### src/rtl/bfly_pkg.sv
package bfly_pkg;
  parameter int unsigned DEF_DATA_W  = 16;
  parameter int unsigned DEF_TW_FRAC = 14;

  // Slot order of the four real products
  typedef enum logic [1:0] {
    MUL_RC = 2'd0,  // x2_re * c
    MUL_ID = 2'd1,  // x2_im * d
    MUL_IC = 2'd2,  // x2_im * c
    MUL_RD = 2'd3   // x2_re * d
  } mul_slot_e;

  localparam int unsigned NUM_MUL = 4;
endpackage

### src/rtl/bfly_mul_trunc.sv
module bfly_mul_trunc #(
  parameter int unsigned DATA_W  = bfly_pkg::DEF_DATA_W,
  parameter int unsigned TW_FRAC = bfly_pkg::DEF_TW_FRAC
) (
  input  logic signed [DATA_W-1:0] a_i,
  input  logic signed [DATA_W-1:0] b_i,
  output logic signed [DATA_W-1:0] p_o
);
  localparam int unsigned PROD_W = 2 * DATA_W;

  // Full product, then arithmetic shift by the twiddle scale; keep DATA_W bits
  assign p_o = DATA_W'((PROD_W'(a_i) * PROD_W'(b_i)) >>> TW_FRAC);
endmodule

### src/rtl/bfly_mul_stage.sv
module bfly_mul_stage #(
  parameter int unsigned DATA_W  = bfly_pkg::DEF_DATA_W,
  parameter int unsigned TW_FRAC = bfly_pkg::DEF_TW_FRAC
) (
  input  logic                                 clk_i,
  input  logic                                 rst_ni,
  input  logic                                 vld_i,
  input  logic [DATA_W-1:0]                    x1_re_i,
  input  logic [DATA_W-1:0]                    x1_im_i,
  input  logic [DATA_W-1:0]                    x2_re_i,
  input  logic [DATA_W-1:0]                    x2_im_i,
  input  logic [DATA_W-1:0]                    tw_c_i,
  input  logic [DATA_W-1:0]                    tw_d_i,
  output logic                                 vld_o,
  output logic [DATA_W-1:0]                    x1_re_o,
  output logic [DATA_W-1:0]                    x1_im_o,
  output logic [bfly_pkg::NUM_MUL-1:0][DATA_W-1:0] prod_o
);
  import bfly_pkg::*;

  logic [NUM_MUL-1:0][DATA_W-1:0] op_a;
  logic [NUM_MUL-1:0][DATA_W-1:0] op_b;
  logic [NUM_MUL-1:0][DATA_W-1:0] prod_d;

  always_comb begin
    op_a[MUL_RC] = x2_re_i;  op_b[MUL_RC] = tw_c_i;
    op_a[MUL_ID] = x2_im_i;  op_b[MUL_ID] = tw_d_i;
    op_a[MUL_IC] = x2_im_i;  op_b[MUL_IC] = tw_c_i;
    op_a[MUL_RD] = x2_re_i;  op_b[MUL_RD] = tw_d_i;
  end

  for (genvar g = 0; g < NUM_MUL; g++) begin : g_mul
    logic signed [DATA_W-1:0] p_s;
    bfly_mul_trunc #(
      .DATA_W (DATA_W),
      .TW_FRAC(TW_FRAC)
    ) u_mul (
      .a_i(op_a[g]),
      .b_i(op_b[g]),
      .p_o(p_s)
    );
    assign prod_d[g] = p_s;
  end

  always_ff @(posedge clk_i or negedge rst_ni) begin
    if (!rst_ni) begin
      vld_o   <= 1'b0;
      x1_re_o <= '0;
      x1_im_o <= '0;
      prod_o  <= '0;
    end else begin
      vld_o <= vld_i;
      if (vld_i) begin
        x1_re_o <= x1_re_i;
        x1_im_o <= x1_im_i;
        prod_o  <= prod_d;
      end
    end
  end
endmodule

### src/rtl/bfly_sum_stage.sv
module bfly_sum_stage #(
  parameter int unsigned DATA_W = bfly_pkg::DEF_DATA_W
) (
  input  logic                                 clk_i,
  input  logic                                 rst_ni,
  input  logic                                 vld_i,
  input  logic [DATA_W-1:0]                    x1_re_i,
  input  logic [DATA_W-1:0]                    x1_im_i,
  input  logic [bfly_pkg::NUM_MUL-1:0][DATA_W-1:0] prod_i,
  output logic                                 vld_o,
  output logic [DATA_W-1:0]                    y1_re_o,
  output logic [DATA_W-1:0]                    y1_im_o,
  output logic [DATA_W-1:0]                    y2_re_o,
  output logic [DATA_W-1:0]                    y2_im_o
);
  import bfly_pkg::*;

  logic [DATA_W-1:0] t_re;
  logic [DATA_W-1:0] t_im;

  // Wrapping arithmetic: all operands and results share DATA_W
  assign t_re = prod_i[MUL_RC] + prod_i[MUL_ID];
  assign t_im = prod_i[MUL_IC] - prod_i[MUL_RD];

  always_ff @(posedge clk_i or negedge rst_ni) begin
    if (!rst_ni) begin
      vld_o   <= 1'b0;
      y1_re_o <= '0;
      y1_im_o <= '0;
      y2_re_o <= '0;
      y2_im_o <= '0;
    end else begin
      vld_o <= vld_i;
      if (vld_i) begin
        y1_re_o <= x1_re_i + t_re;
        y1_im_o <= x1_im_i + t_im;
        y2_re_o <= x1_re_i - t_re;
        y2_im_o <= x1_im_i - t_im;
      end
    end
  end
endmodule

### src/rtl/radix2_bfly.sv
module radix2_bfly #(
  parameter int unsigned DATA_W  = bfly_pkg::DEF_DATA_W,
  parameter int unsigned TW_FRAC = bfly_pkg::DEF_TW_FRAC
) (
  input  logic              clk_i,
  input  logic              rst_ni,
  input  logic              valid_i,
  input  logic [DATA_W-1:0] x1_re_i,
  input  logic [DATA_W-1:0] x1_im_i,
  input  logic [DATA_W-1:0] x2_re_i,
  input  logic [DATA_W-1:0] x2_im_i,
  input  logic [DATA_W-1:0] tw_c_i,
  input  logic [DATA_W-1:0] tw_d_i,
  output logic              valid_o,
  output logic [DATA_W-1:0] y1_re_o,
  output logic [DATA_W-1:0] y1_im_o,
  output logic [DATA_W-1:0] y2_re_o,
  output logic [DATA_W-1:0] y2_im_o
);
  import bfly_pkg::*;

  logic                           s1_vld;
  logic [DATA_W-1:0]              s1_x1_re;
  logic [DATA_W-1:0]              s1_x1_im;
  logic [NUM_MUL-1:0][DATA_W-1:0] s1_prod;

  bfly_mul_stage #(
    .DATA_W (DATA_W),
    .TW_FRAC(TW_FRAC)
  ) u_mul_stage (
    .clk_i  (clk_i),
    .rst_ni (rst_ni),
    .vld_i  (valid_i),
    .x1_re_i(x1_re_i),
    .x1_im_i(x1_im_i),
    .x2_re_i(x2_re_i),
    .x2_im_i(x2_im_i),
    .tw_c_i (tw_c_i),
    .tw_d_i (tw_d_i),
    .vld_o  (s1_vld),
    .x1_re_o(s1_x1_re),
    .x1_im_o(s1_x1_im),
    .prod_o (s1_prod)
  );

  bfly_sum_stage #(
    .DATA_W(DATA_W)
  ) u_sum_stage (
    .clk_i  (clk_i),
    .rst_ni (rst_ni),
    .vld_i  (s1_vld),
    .x1_re_i(s1_x1_re),
    .x1_im_i(s1_x1_im),
    .prod_i (s1_prod),
    .vld_o  (valid_o),
    .y1_re_o(y1_re_o),
    .y1_im_o(y1_im_o),
    .y2_re_o(y2_re_o),
    .y2_im_o(y2_im_o)
  );
endmodule

### config.mk
export PLATFORM = sky130hd
export DESIGN_NAME = radix2_bfly
export DESIGN_NICKNAME = d
export VERILOG_FILES = /design/src/rtl/bfly_pkg.sv /design/src/rtl/bfly_mul_trunc.sv /design/src/rtl/bfly_mul_stage.sv /design/src/rtl/bfly_sum_stage.sv /design/src/rtl/radix2_bfly.sv
export SDC_FILE = /design/constraint.sdc
export NUM_CORES = 2
export LEC_CHECK = 0
export BUFFER_PORTS_ARGS = -buffer_cell sky130_fd_sc_hd__buf_2
export CORE_UTILIZATION = 60
export CTS_BUF_LIST = sky130_fd_sc_hd__clkbuf_8 sky130_fd_sc_hd__clkbuf_16
export CTS_CLUSTER_DIAMETER = 150
export DETAILED_ROUTE_END_ITERATION = 10
export MAX_ROUTING_LAYER = met4
export PLACE_DENSITY = 0.92
export RECOVER_POWER = 25
export SYNTH_ARGS = -nofsm -noshare
export SYNTH_HDL_FRONTEND = slang
export SYNTH_HIERARCHICAL = 1
export SYNTH_SLANG_ARGS = --single-unit
### constraint.sdc
create_clock -name clk_i -period 3.8 [get_ports clk_i]
set_input_delay 0.19 -clock clk_i [delete_from_list [all_inputs] [get_ports clk_i]]
set_output_delay 0.19 -clock clk_i [all_outputs]
set_load 0.02 [all_outputs]
==> impl_metrics.ini, run 1 <==
[placed_design]
dpl-instance-area_mm2 = 0.0533
port_buffers = 163
dp_hpwl_um = 117000
gp_congestion = 0.962

[clocking]
cts_buffers = 17
cts.sinks = 160
h-tree-depth = 4
cts_root_buf = clkbuf_16
clk_path_buf_depth = 2

[yosys]
netlist.top_cell.by_area = fa_1
synth_top_area_share_pct = 42.7
synth.most_common_cell = inv_1
yosysSeqAreaShare_pct = 8.58
syn_area_mm2 = 0.0467
ys_types = 82
synth_nets = 6457
synthArstFlopShare_pct = 100
syn-instance-count = 4962
ys.flop_type = dfrtp_1
synthTopCellsByCount = 1229 x inv_1, 994 x fa_1, 518 x nand2_1, 493 x and2_1, 402 x ha_1
yosys_warnings = 6
ys_top_cells_by_area = fa_1 43%, ha_1 11%, inv_1 9.9%, dfrtp_1 8.6%, and2_1 6.6%
synth_edf_count = 0
synth_area_per_cell_um2 = 9.40
ys_ff_latch = 160

[grt]
grt_usage_pct = 65.0
grt_max_degree = 101
grt_pass1_wl_um = 357000
first_global_vias = 54700
grt_overflow_total = 110

[status]
run_status = aborted with a tool error
tool.error = [ERROR GRT-0116] Global routing finished with congestion. Check the congestion regions in the DRC Viewer.
stop_stage = global routing

[floorplanning]
boundaryPins = 164
die_w_um = 281
row_count = 101
start_util_pct = 61.0
die_h_um = 281
==> kinds of logic after synthesis <==
kind of cell    count (synthesis)  synth area share [%]
mux                           124                  3.32
simple gates                 1311                  13.9
xor+xnor                      196                  3.74
buf+inv                      1393                  11.4
fa+ha+maj                    1396                  53.4
flops                         160                  8.58
compound gates                382                  5.57
==> routing by layer <==
layer,global-route usage [%],overflow
met1,62.0,2
met2,79.6,61
met3,53.5,5
met4,59.6,42
met5,-,-
==> stage by stage <==
stage | setup WS [ns] | instances
CTS | -1.96 | 6666
detailed placement | -2.65 | 6530
global placement | -2.39 | 6530
floorplan | -1.83 | 4962
==> repair_timing <==
action,in CTS
setup buffers,90
endpoints found under the setup margin,82
gates resized for setup,463
hold buffers,32
gates cloned,5
pin swaps,196
hold endpoints to repair,128
==> inputs of run 2 (changes only) <==
--- a/config.mk
+++ b/config.mk
@@ -6,12 +6,9 @@
 export NUM_CORES = 2
 export LEC_CHECK = 0
 export BUFFER_PORTS_ARGS = -buffer_cell sky130_fd_sc_hd__buf_2
-export CORE_UTILIZATION = 60
-export CTS_BUF_LIST = sky130_fd_sc_hd__clkbuf_8 sky130_fd_sc_hd__clkbuf_16
-export CTS_CLUSTER_DIAMETER = 150
+export CORE_UTILIZATION = 40
 export DETAILED_ROUTE_END_ITERATION = 10
-export MAX_ROUTING_LAYER = met4
-export PLACE_DENSITY = 0.92
+export PLACE_DENSITY_LB_ADDON = 0.15
 export RECOVER_POWER = 25
 export SYNTH_ARGS = -nofsm -noshare
 export SYNTH_HDL_FRONTEND = slang
==> constraint.sdc (replaced) <==
create_clock -name clk_i -period 4.9 [get_ports clk_i]
set_input_delay 0.245 -clock clk_i [delete_from_list [all_inputs] [get_ports clk_i]]
set_output_delay 0.245 -clock clk_i [all_outputs]
set_load 0.02 [all_outputs]
==> impl_metrics.ini, run 2 <==
[layout]
layout-drive-gt1-share_pct = 24.0
top_register = u_mul_stage/prod_o
final_common_cell = inv_1
largest_reg_flops = 64
area_growth_pct = 25.0
final_cell_mix = 1158 x inv_1, 944 x fa_1, 523 x buf_4
layout.nets = 7141

[floorplanning]
die_area_mm2 = 0.118
boundaryPins = 164
start_util_pct = 40.6
coreArea_mm2 = 0.115
row_count = 124
die_w_um = 344
die_h_um = 344

[status]
failed_checks = max-capacitance violations, max-slew violations, negative setup slack
run_status = finished with violations

[critical_path]
ff2ff_path_depth = 18
crit_chain = buf_12 -> buf_12 -> and2_4 -> fa_1 -> inv_1 -> fa_1 -> fa_1 -> inv_1 -> fa_1 -> fa_1 -> fa_1 -> ha_4 -> a211oi_4 -> nand2_2 -> a2111oi_4 -> buf_4 -> or3b_4 -> a31oi_4 -> buf_6 -> a21oi_2 -> o211ai_1 -> mux2_4
rr_endpoint = u_sum_stage/y1_re_o[15]
critPathCapture = u_mul_stage/prod_o[31]
required_ns = 5.24
crit_fanout = 7
cp_common_cell = fa_1
endpoint_kind = flip-flop
crit_arrival_ns = 5.99
slowest_delay_ns = 0.60
cp-startpoint = x2_im_i[7]
slowest_stage = fa_1
critical_path_class = in -> reg
startpoint_type = input port
ff2ff_setup_slack_ns = 0.47
r2r_start = u_mul_stage/prod_o[0]

[clocking]
cts_tree = built
insertion_delay_ns = 0.46
cts.sinks = 160
cts_root_buf = clkbuf_16
clk_path_buf_depth = 2
cts_buffers = 17
clk_pin_slew_worst_paths_ns = 0.07
h-tree-depth = 4

[timing]
finClkSkew_ns = 0.0106
hold_viol = 0
max-slew-margin-rel_pct = -37.0
rsz0062_at_grt = yes
post-route-period-util_pct = 115
finalSetupViolations = 64
drv_slew = 31
layout_min_cycle_time_ns = 5.65
setup_ws_ns = -0.748
final.hold.worst_slack_ns = 0.00656
worst_slew_pin_slew_ns = 2.05
clock.fmax_mhz = 177

[placed_design]
dp_slack_ns = -1.52
dp_hpwl_um = 106000
port_buffers = 163
gp_congestion = 0.874

[route]
drt-total-wl_um = 133000
drt_iter0_drc = 1528
via_per_inst = 4.86
antenna_left = 0
drc_errors = 0
dr_total_vias = 34900
route.detailed.wl_per_inst_um = 18.5
drtPass1Iterations = 5

[yosys]
synth_nets = 6457
netlist.top_cell.by_area = fa_1
ys.flop_type = dfrtp_1
synth.most_common_cell = inv_1
ys_top_cells_by_area = fa_1 43%, ha_1 11%, inv_1 9.9%, dfrtp_1 8.6%, and2_1 6.6%
yosysSeqAreaShare_pct = 8.58
synthTopCellsByCount = 1229 x inv_1, 994 x fa_1, 518 x nand2_1, 493 x and2_1, 402 x ha_1
yosys_warnings = 6
syn-instance-count = 4962
synth_edf_count = 0
synthArstFlopShare_pct = 100
synth_top_area_share_pct = 42.7
syn_area_mm2 = 0.0467
ys_ff_latch = 160
ys_types = 82
synth_area_per_cell_um2 = 9.40

[grt]
grt_overflow_total = 0
grt_usage_pct = 23.3
first_global_vias = 38400
grt_antenna_before_repair = 7
grt_max_degree = 131
grt_pass1_wl_um = 211000

[min_path]
hold_path.class = in -> reg

[flow_run]
drv_cap = 1
run 2: cell counts after synthesis:
No cell type changed its count.
run 2: final cells by class:
class	count	area, um2
well taps	1512	1890
inverters	1230	4630
clock inverters	14	163
clock buffers	18	439
repair buffers	828	7700
multi-input cells	3409	39500
diodes	1	2.50
flip-flops and latches	160	4010
fillers	10700	56600
run 2: through the flow:
| step | util, % | setup TNS (ns) | cell area, um2 | cells |
|---|---|---|---|---|
| floorplan | - | -27.01 | 47800 | 4962 |
| global placement | 47.0 | -82.53 | 54000 | 7035 |
| global route | 50.7 | -44.67 | 58300 | 7172 |
| finish | 50.7 | -35.84 | 58300 | 7172 |
| detailed placement | 47.0 | -83.65 | 54000 | 7035 |
| CTS | 49.8 | -31.92 | 57300 | 7129 |
run 2: worst min-delay path by stage:
stage / start / to / cells past startpoint
2_1_floorplan: rst_ni / u_mul_stage/prod_o[0] / 0
3_3_place_gp: rst_ni / u_mul_stage/x1_im_o[0] / 1
3_5_place_dp: rst_ni / u_mul_stage/x1_im_o[0] / 1
4_1_cts: x1_im_i[10] / u_mul_stage/x1_im_o[10] / 2
5_1_grt: x1_im_i[13] / u_mul_stage/x1_im_o[13] / 2
6_report: x1_im_i[13] / u_mul_stage/x1_im_o[13] / 2
run 2: routing by layer:
metal,track usage [%],vias up,wire length (um)
met5,0,-,0
met4,7.05,0,4190
met3,2.86,152,6390
met2,40.3,708,65800
met1,30.3,17900,56600
li1,-,16100,-
run 2: logic make-up after synthesis:
kind of cell	synth area share, %
adders and majority gates	53.4
AOI/OAI and AO/OA	5.57
muxes	3.32
xor gates and xnor gates	3.74
buffers and inverters	11.4
and+or+nand+nor	13.9
DFF	8.58
run 2: critical path: cells and delay by family:
family                   cells  cell delay (ns)
multiplexers                 1             0.26
buffers and inverters        6             0.74
adder cells (fa/ha/maj)      7             3.27
AND/OR/NAND/NOR              3             0.41
AO/OA/AOI/OAI                5             1.03
run 2: repair_timing:
item | CTS | global route
hold buffers | 9 | 0
buffers inserted | 58 | 44
endpoints found under the setup margin | 64 | 65
pin swaps | 195 | 148
cloned | 18 | 6
hold endpoints to repair | 38 | 0
gates resized for setup | 412 | 207
Power of run 2 is not shown: default switching activity piles up to over one toggle a cycle in this logic, so the estimate is an artifact.
